===== config.mk =====
export PLATFORM = sky130hd
export DESIGN_NAME = sram_lane_ctrl
export DESIGN_NICKNAME = d
export VERILOG_FILES = /design/src/rtl/sram_lane_pkg.sv /design/src/rtl/sram_lane_timer.sv /design/src/rtl/sram_lane_seq.sv /design/src/rtl/sram_lane_datapath.sv /design/src/rtl/sram_lane_ctrl.sv
export SDC_FILE = /design/constraint.sdc
export NUM_CORES = 1
export LEC_CHECK = 0
export BUFFER_PORTS_ARGS = -buffer_cell sky130_fd_sc_hd__buf_2
export CAP_MARGIN = 40
export CORE_MARGIN = 2
export CORE_UTILIZATION = 40
export CTS_CLUSTER_DIAMETER = 50
export DETAILED_ROUTE_END_ITERATION = 6
export GPL_TIMING_DRIVEN = 1
export PLACE_DENSITY = 0.74
export SLEW_MARGIN = 5
export SYNTH_ARGS = -nofsm -noshare
export SYNTH_HDL_FRONTEND = slang
export SYNTH_SLANG_ARGS = --single-unit

===== constraint.sdc =====
create_clock -name clk -period 1.65 [get_ports clk]
set_input_delay 0.0825 -clock clk [delete_from_list [all_inputs] [get_ports clk]]
set_output_delay 0.0825 -clock clk [all_outputs]
set_load 0.01 [all_outputs]

===== src/rtl/sram_lane_pkg.sv =====
package sram_lane_pkg;

  typedef enum logic [2:0] {
    ST_IDLE  = 3'd0,
    ST_WTURN = 3'd1,
    ST_WDATA = 3'd2,
    ST_WEND  = 3'd3,
    ST_RWAIT = 3'd4
  } seq_state_t;

  typedef struct packed {
    logic       cs_n;
    logic       we_n;
    logic       oe_n;
    logic [1:0] lane_n;
    logic       drive;
  } strobe_t;

  localparam strobe_t STROBE_REST = '{cs_n: 1'b1, we_n: 1'b1, oe_n: 1'b1,
                                      lane_n: 2'b11, drive: 1'b0};

  // Pin levels wanted while the sequencer sits in a given state.
  function automatic strobe_t strobe_for(input seq_state_t s, input logic [1:0] mask);
    strobe_t r;
    r = STROBE_REST;
    case (s)
      ST_WTURN: begin
        r.cs_n = 1'b0; r.we_n = 1'b0; r.lane_n = ~mask;
      end
      ST_WDATA: begin
        r.cs_n = 1'b0; r.we_n = 1'b0; r.lane_n = ~mask; r.drive = 1'b1;
      end
      ST_WEND: begin
        r.drive = 1'b1;
      end
      ST_RWAIT: begin
        r.cs_n = 1'b0; r.oe_n = 1'b0; r.lane_n = ~mask;
      end
      default: r = STROBE_REST;
    endcase
    return r;
  endfunction

endpackage


===== src/rtl/sram_lane_timer.sv =====
module sram_lane_timer #(
  parameter int CNT_W = 2
) (
  input  logic             clk,
  input  logic             rst_n,
  input  logic             load,
  input  logic [CNT_W-1:0] load_val,
  output logic             done
);

  logic [CNT_W-1:0] cnt_q;

  always_ff @(posedge clk or negedge rst_n) begin
    if (!rst_n)              cnt_q <= '0;
    else if (load)           cnt_q <= load_val;
    else if (cnt_q != '0)    cnt_q <= cnt_q - 1'b1;
  end

  assign done = (cnt_q == '0);


  count_down_chk: assert property (@(posedge clk) disable iff (!rst_n)
    (!load && cnt_q != '0) |=> (cnt_q == $past(cnt_q) - 1'b1));

endmodule


===== src/rtl/sram_lane_seq.sv =====
module sram_lane_seq
  import sram_lane_pkg::*;
#(
  parameter int TURN_CYC = 1,
  parameter int DATA_CYC = 1,
  parameter int RD_CYC   = 2,
  parameter int CNT_W    = 2
) (
  input  logic             clk,
  input  logic             rst_n,
  input  logic             req_valid,
  input  logic             req_write,
  input  logic [1:0]       req_mask,
  input  logic [1:0]       mask_q,
  input  logic             timer_done,
  output logic             req_ready,
  output logic             fire,
  output logic             capture,
  output logic             tmr_load,
  output logic [CNT_W-1:0] tmr_val,
  output strobe_t          strobe_q
);

  localparam logic [CNT_W-1:0] TURN_LD = CNT_W'(TURN_CYC - 1);
  localparam logic [CNT_W-1:0] DATA_LD = CNT_W'(DATA_CYC - 1);
  localparam logic [CNT_W-1:0] RD_LD   = CNT_W'(RD_CYC - 1);

  seq_state_t state_q, nxt;
  logic [1:0] mask_sel;

  assign req_ready = (state_q == ST_IDLE);
  assign fire      = req_valid && req_ready;
  assign mask_sel  = fire ? req_mask : mask_q;

  always_comb begin
    nxt      = state_q;
    tmr_load = 1'b0;
    tmr_val  = '0;
    capture  = 1'b0;
    case (state_q)
      ST_IDLE: begin
        if (fire) begin
          tmr_load = 1'b1;
          if (req_write) begin
            nxt     = ST_WTURN;
            tmr_val = TURN_LD;
          end else begin
            nxt     = ST_RWAIT;
            tmr_val = RD_LD;
          end
        end
      end
      ST_WTURN: begin
        if (timer_done) begin
          nxt      = ST_WDATA;
          tmr_load = 1'b1;
          tmr_val  = DATA_LD;
        end
      end
      ST_WDATA: if (timer_done) nxt = ST_WEND;
      ST_WEND:  nxt = ST_IDLE;
      ST_RWAIT: begin
        if (timer_done) begin
          nxt     = ST_IDLE;
          capture = 1'b1;
        end
      end
      default: nxt = ST_IDLE;
    endcase
  end

  always_ff @(posedge clk or negedge rst_n) begin
    if (!rst_n) begin
      state_q  <= ST_IDLE;
      strobe_q <= STROBE_REST;
    end else begin
      state_q  <= nxt;
      strobe_q <= strobe_for(nxt, mask_sel);
    end
  end


  busy_after_accept_chk: assert property (@(posedge clk) disable iff (!rst_n)
    fire |=> !req_ready);


  read_window_chk: assert property (@(posedge clk) disable iff (!rst_n)
    capture |-> (!strobe_q.oe_n && strobe_q.we_n));

endmodule


===== src/rtl/sram_lane_datapath.sv =====
module sram_lane_datapath #(
  parameter int ADDR_W = 16,
  parameter int DATA_W = 16,
  parameter int LANES  = 2
) (
  input  logic              clk,
  input  logic              rst_n,
  input  logic              fire,
  input  logic              capture,
  input  logic [ADDR_W-1:0] req_addr,
  input  logic [DATA_W-1:0] req_wdata,
  input  logic [LANES-1:0]  req_mask,
  input  logic [DATA_W-1:0] bus_in,
  output logic [ADDR_W-1:0] mem_addr,
  output logic [DATA_W-1:0] bus_out,
  output logic [LANES-1:0]  mask_q,
  output logic              rsp_valid,
  output logic [DATA_W-1:0] rsp_rdata
);

  localparam int LANE_W = DATA_W / LANES;

  logic [DATA_W-1:0] lane_keep;

  for (genvar l = 0; l < LANES; l++) begin : g_lane
    assign lane_keep[l*LANE_W +: LANE_W] = {LANE_W{mask_q[l]}};
  end

  always_ff @(posedge clk or negedge rst_n) begin
    if (!rst_n) begin
      mem_addr <= '0;
      bus_out  <= '0;
      mask_q   <= '0;
    end else if (fire) begin
      mem_addr <= req_addr;
      bus_out  <= req_wdata;
      mask_q   <= req_mask;
    end
  end

  always_ff @(posedge clk or negedge rst_n) begin
    if (!rst_n) begin
      rsp_valid <= 1'b0;
      rsp_rdata <= '0;
    end else begin
      rsp_valid <= capture;
      if (capture) rsp_rdata <= bus_in & lane_keep;
    end
  end


  rsp_single_pulse_chk: assert property (@(posedge clk) disable iff (!rst_n)
    rsp_valid |=> !rsp_valid);

endmodule


===== src/rtl/sram_lane_ctrl.sv =====
module sram_lane_ctrl
  import sram_lane_pkg::*;
#(
  parameter int ADDR_W   = 16,
  parameter int DATA_W   = 16,
  parameter int TURN_CYC = 1,
  parameter int DATA_CYC = 1,
  parameter int RD_CYC   = 2
) (
  input  logic              clk,
  input  logic              rst_n,
  input  logic              req_valid,
  output logic              req_ready,
  input  logic              req_write,
  input  logic [ADDR_W-1:0] req_addr,
  input  logic [DATA_W-1:0] req_wdata,
  input  logic [1:0]        req_mask,
  output logic              rsp_valid,
  output logic [DATA_W-1:0] rsp_rdata,
  output logic [ADDR_W-1:0] mem_addr,
  output logic              mem_cs_n,
  output logic              mem_we_n,
  output logic              mem_oe_n,
  output logic              mem_lo_n,
  output logic              mem_hi_n,
  output logic [DATA_W-1:0] bus_out,
  output logic              bus_drive,
  input  logic [DATA_W-1:0] bus_in
);

  localparam int MAX_A = (TURN_CYC > DATA_CYC) ? TURN_CYC : DATA_CYC;
  localparam int MAX_C = (MAX_A > RD_CYC) ? MAX_A : RD_CYC;
  localparam int CNT_W = $clog2(MAX_C + 1);

  logic             fire, capture, tmr_load, tmr_done;
  logic [CNT_W-1:0] tmr_val;
  logic [1:0]       mask_q;
  strobe_t          strobe_q;

  sram_lane_seq #(
    .TURN_CYC(TURN_CYC), .DATA_CYC(DATA_CYC), .RD_CYC(RD_CYC), .CNT_W(CNT_W)
  ) u_seq (
    .clk(clk), .rst_n(rst_n), .req_valid(req_valid), .req_write(req_write),
    .req_mask(req_mask), .mask_q(mask_q), .timer_done(tmr_done),
    .req_ready(req_ready), .fire(fire), .capture(capture),
    .tmr_load(tmr_load), .tmr_val(tmr_val), .strobe_q(strobe_q)
  );

  sram_lane_timer #(.CNT_W(CNT_W)) u_timer (
    .clk(clk), .rst_n(rst_n), .load(tmr_load), .load_val(tmr_val), .done(tmr_done)
  );

  sram_lane_datapath #(.ADDR_W(ADDR_W), .DATA_W(DATA_W), .LANES(2)) u_dp (
    .clk(clk), .rst_n(rst_n), .fire(fire), .capture(capture),
    .req_addr(req_addr), .req_wdata(req_wdata), .req_mask(req_mask),
    .bus_in(bus_in), .mem_addr(mem_addr), .bus_out(bus_out), .mask_q(mask_q),
    .rsp_valid(rsp_valid), .rsp_rdata(rsp_rdata)
  );

  assign mem_cs_n  = strobe_q.cs_n;
  assign mem_we_n  = strobe_q.we_n;
  assign mem_oe_n  = strobe_q.oe_n;
  assign mem_lo_n  = strobe_q.lane_n[0];
  assign mem_hi_n  = strobe_q.lane_n[1];
  assign bus_drive = strobe_q.drive;


  no_contention_chk: assert property (@(posedge clk) disable iff (!rst_n)
    bus_drive |-> mem_oe_n);


  we_inside_cs_chk: assert property (@(posedge clk) disable iff (!rst_n)
    !mem_we_n |-> (!mem_cs_n && mem_oe_n));


  float_before_drive_chk: assert property (@(posedge clk) disable iff (!rst_n)
    $fell(mem_we_n) |-> !bus_drive);


  hold_after_write_chk: assert property (@(posedge clk) disable iff (!rst_n)
    $rose(mem_we_n) |-> (bus_drive && mem_cs_n && mem_lo_n && mem_hi_n));


  driver_release_chk: assert property (@(posedge clk) disable iff (!rst_n)
    (bus_drive && mem_we_n) |=> !bus_drive);


  idle_quiet_chk: assert property (@(posedge clk) disable iff (!rst_n)
    req_ready |-> (mem_cs_n && mem_we_n && mem_oe_n && !bus_drive));

endmodule


### Word-level counts from Yosys, hierarchy flattened

Index checks and enable logic that the tools add are counted.

| operators by class | value |
|---|---|
| equality and inequality tests | 7 |
| reduce and logical (&&, ||, !) cells | 8 |
| add/subtract/negate cells | 1 |
| mux-type cells | 21 |
| bitwise operators | 2 |

Operator list:

| operator | number |
|---|---|
| bitwise AND 16 bit | 1 |
| 2-to-1 mux 3 bit | 5 |
| 2-to-1 mux 2 bit | 6 |
| case mux 3 bit (4 select lines) | 1 |
| equality test 3 x 2 -> 1 bit (second input constant) | 3 |
| 2-to-1 mux 1 bit | 8 |
| equality test 3 x 1 -> 1 bit (second input constant) | 2 |
| equality test 3 bit (second input constant) | 2 |
| nonzero test 2 bit | 2 |
| OR reduction 2 bit | 2 |
| zero test 3 bit | 1 |
| OR reduction 3 bit | 1 |
| zero test 2 bit | 1 |
| inverter 2 bit | 1 |
| case mux 1 bit (2 select lines) | 1 |
| subtractor 2 x 1 -> 2 bit (second input constant) | 1 |
| logical AND 1 bit | 1 |

| word-level totals | value |
|---|---|
| input port bits | 54 |
| output and inout bits | 56 |
| flip-flop bits (word level) | 62 |

### Longest topological paths before layout

| logic depth | value |
|---|---|
| word-level depth | 7 |
| depth in mapped cells | 6 |

### Hierarchy

From an unflattened synthesis, not the netlist that was laid out.

| unflattened totals | value |
|---|---|
| cells, all modules | 196 |
| area total of the unflattened synthesis | 2,667.6 um^2 |

By module, submodules not included:

| module | sequential area each (um^2) | cells an instance | times used | area an instance (um^2) |
|---|---|---|---|---|
| sram_lane_datapath | 1,276.2 | 142 | 1 | 2,084.5 |
| sram_lane_seq | 231.5 | 42 | 1 | 469.2 |
| sram_lane_timer | 50.0 | 12 | 1 | 113.9 |

### Worst setup path after synthesis

Ideal clock, no wire load.

| path | value |
|---|---|
| path kind | flip-flop to flip-flop |
| from | register u_seq.state_q[2] |
| to | register u_dp.bus_out[0] |
| data arrival time | 1,554 ps |
| buffers on the path | 2 |
| required time | 1,525 ps |
| cell stages (with the launch flop) | 5 |
| slack | -28 ps |
| cell sequence | dfrtp_1 -> buf_6 -> nor4b_4 -> buf_6 -> mux2_2 |

| on the way | value |
|---|---|
| cells in the longest elaborated chain, start to end | 2 |

Ends and longest elaborated chain:

| element | line | RTL |
|---|---|---|
| start, declared | sram_lane_seq.sv:28 | `seq_state_t state_q, nxt;` |
| start signal, assigned | sram_lane_seq.sv:77 | `state_q <= nxt;` |
| zero test 3 bit | sram_lane_seq.sv:31 | `assign req_ready = (state_q == ST_IDLE);` |
| logical AND 1 bit | sram_lane_seq.sv:32 | `assign fire = req_valid && req_ready;` |
| end signal, assigned | sram_lane_datapath.sv:36 | `bus_out <= req_wdata;` |
| end, declared | sram_lane_datapath.sv:15 | `output logic [DATA_W-1:0] bus_out,` |

No other way between the ends.
A chain may end at the register's enable or synchronous reset.

### Worst setup path in the final report

| path | value |
|---|---|
| from | register u_seq.state_q[2] |
| to | output req_ready |

| on the way | value |
|---|---|
| cells in the longest elaborated chain, start to end | 1 |

Ends and longest elaborated chain:

| element | line | RTL |
|---|---|---|
| zero test 3 bit | sram_lane_seq.sv:31 |  |
| end, declared | sram_lane_ctrl.sv:13 | `output logic req_ready,` |

No other way between the ends.

==> flow_summary.yaml <==
outcome:
  status: "completed"
floorplanning:
  die_w_microns: 82.5
  num_rows: 28
  dieArea_sq_mm: 0.00680
  initial_core_util: 0.416
  core_area_sq_mm: 0.00592
  die_h_microns: 82.5
  io_pins: 110
synth:
  synthMuxAreaShare: 0.164
  yosysSeqAreaShare: 0.633
  synthFlopType: "dfrtp_1"
  ys_warn_count: 0
  synth-async-reset-ratio: 1.00
  synth_top_family_by_area: "multiplexers"
  synth_area_sq_mm: 0.00246
  synth_compound_area_frac: 0.0544
  ys_ff_latch: 62
  synth_edf_count: 0
  syn-num-nets: 246
  syn_area_per_cell_sq_um: 12.9
  yosys.area_share.simple: 0.0981
  synth_xor_area_frac: 0.00711
  synth_fa_ha_area_frac: 0.00508
  synth.distinct_cells: 31
  synth_cells: 191
route:
  viasPerCell: 4.54
  wl_microns: 5710
  initialDrtViolationCount: 68
  ant_nets: 0
  drc: 0
  dr.pass1.iters: 4
  post_drt_wl_per_cell_microns: 13.2
  via_count: 1962
sta:
  fmax_mhz: 641
  finalHoldViolations: 0
  setup_viol: 0
  finalClockSkew_ps: 9.02
  fin_setup_tns_ps: 0
  rsz0062_at_grt: "false"
  post-route-period-util: 0.945
  drv_slew: 0
  timing.slew.headroom: 0.783
  post-route-min-period_ps: 1560
  tightest_slew_ps: 323
grt:
  grt-busiest-layer: "met2"
  track_usage: 0.173
  antenna_found_initial: 0
  grt_max_degree: 37
  gr-usage-met3: 0.0424
  met2_usage: 0.312
  grt_pass1_vias: 1897
  grt_pass1_wl_microns: 8630
  met1_usage: 0.189
  gr-total-overflow: 0
clock_network:
  h-tree-depth: 3
  clk_latency_ps: 320
  cts_tree: "yes"
  cts_buffer_depth: 2
  numCtsBuffers: 9
  clk_pin_slew_ps: 60
  cts_root_buffer: "clkbuf_8"
  postCtsSetupBuffers: 0
  cts.sinks: 62
placement:
  gp_congestion: 0.802
  port_buffers: 109
  hpwl_microns: 3660
  placedInstanceArea_sq_mm: 0.00312
  dp_cells: 372
critical_path:
  r2r_start: "u_seq.state_q[1]"
  path_max_fanout: 9
  reg2reg_depth: 3
  r2r_end: "u_dp.bus_out[5]"
  setup.worst_path.end_class: "output pin"
  path_class: "reg2out"
  cp.arrival_ps: 1480
  crit_start: "u_seq.state_q[2]"
  worstPathRequired_ps: 1570
  cp-start-kind: "register"
  reg2reg_slack_ps: 120
  crit_path_end: "req_ready"
finish:
  final_common_cell: "buf_2"
  diodes: 0
  fin_cells: 432
  multi_input_area_sq_um: 812
  area_growth_pct: 53.8
  nets: 407
  drive_gt1_frac: 0.490
  num-fill-cells: 467
  final_cell_area_sq_mm: 0.00379
  register_area_sq_mm: 0.00156
  most-common-layout-cells: "buf_2, dfrtp_1, dlygate4sd3_1"
job:
  maxCapViolCount: 0
pwr:
  leakagePower_uw: 0.00187
  pwr_density_cell_mw_per_mm2: 1800
  irDropWorstVdd_mv: 0.927
min_path:
  whs_path_depth: 3
  hold_path.class: "in2reg"
[area by class of cell]
type                       instances  share of cell area
sequential                        62               0.411
timing repair buffer             161               0.286
multi-input combinational        113               0.214
clock buffer                      14              0.0482
tap                               75              0.0248
clock inverter                     2             0.00991
inverter                           5             0.00496
[critical path, cell delays in order, from the launching register on]
cell     delay [ps]
dfrtp_1         400
buf_4           180
or2_2           350
nor2_2          100
buf_2           130
[routing by layer]
metal	vias to the layer above	routed length, microns
li1	970	-
met1	924	2280
met2	59	3050
met3	9	305
met4	0	79
met5	-	0
[registers in the layout (all words and copies together) (netlist names)]
name / count
u_dp.bus_out: 16
u_seq.state_q: 3
u_seq.strobe_q: 6
u_timer.cnt_q: 2
u_dp.mem_addr: 16
u_dp.rsp_rdata: 16
u_dp.rsp_valid: 1
u_dp.mask_q: 2
[logic make-up (layout without fill, tap and decap cells)]
family,after synthesis,after routing
AOI/OAI and AO/OA,23,23
xor gates and xnor gates,2,2
adders and majority gates,1,1
buffers and inverters,16,182
DFF,62,62
muxes,36,36
and+or+nand+nor,51,51
[stage by stage]
step	power, uW	hold WS [ps]	worst slack, ps	util
finish	6830	19.2	90.9	0.639
global route	7350	8.08	6.00	0.639
CTS	6890	1.08	50.3	0.639
detailed placement	5380	81.4	119	0.527
global placement	5270	77.4	151	0.527
floorplan	4360	-213	-25.5	-
[synthesized netlist by cell type, drive strengths merged, types with 2 or more instances]
cell type,count,area share
dfrtp,57,0.58
buf,8,0.026
clkbuf,3,0.0046
or2,2,0.0051
o21ai,16,0.033
inv,5,0.0076
nand2,36,0.055
dfstp,5,0.053
a211oi,2,0.0061
nor4b,2,0.013
nor2,6,0.0091
mux2,35,0.16
[power breakdown]
group          total [uW]  internal (uW)  leakage, uW  switching (uW)
combinational        2730           1390      0.00102            1340
sequential           2710           2310     0.000738             404
clock                1390            864     0.000109             527
total                6830           4560      0.00187            2270
[worst min-delay path by stage]
| stage | start | to | slack [ps] |
|---|---|---|---|
| 6_report | bus_in[5] | u_dp.rsp_rdata[5] | 20 |
| 5_1_grt | req_wdata[5] | u_dp.bus_out[5] | 8 |
| 4_1_cts | bus_in[1] | u_dp.rsp_rdata[1] | 1 |
| 3_5_place_dp | rst_n | u_dp.rsp_rdata[12] | 80 |
| 3_3_place_gp | rst_n | u_dp.rsp_rdata[12] | 80 |
| 2_1_floorplan | rst_n | u_dp.bus_out[0] | -210 |
[what timing repair did]
item / in CTS / in global routing
endpoints found under the setup margin: 0 / 1
resized for setup: 0 / 1
hold endpoints to repair: 105 / 0
hold buffers: 44 / 0
Power figures use the tool's default switching activity.
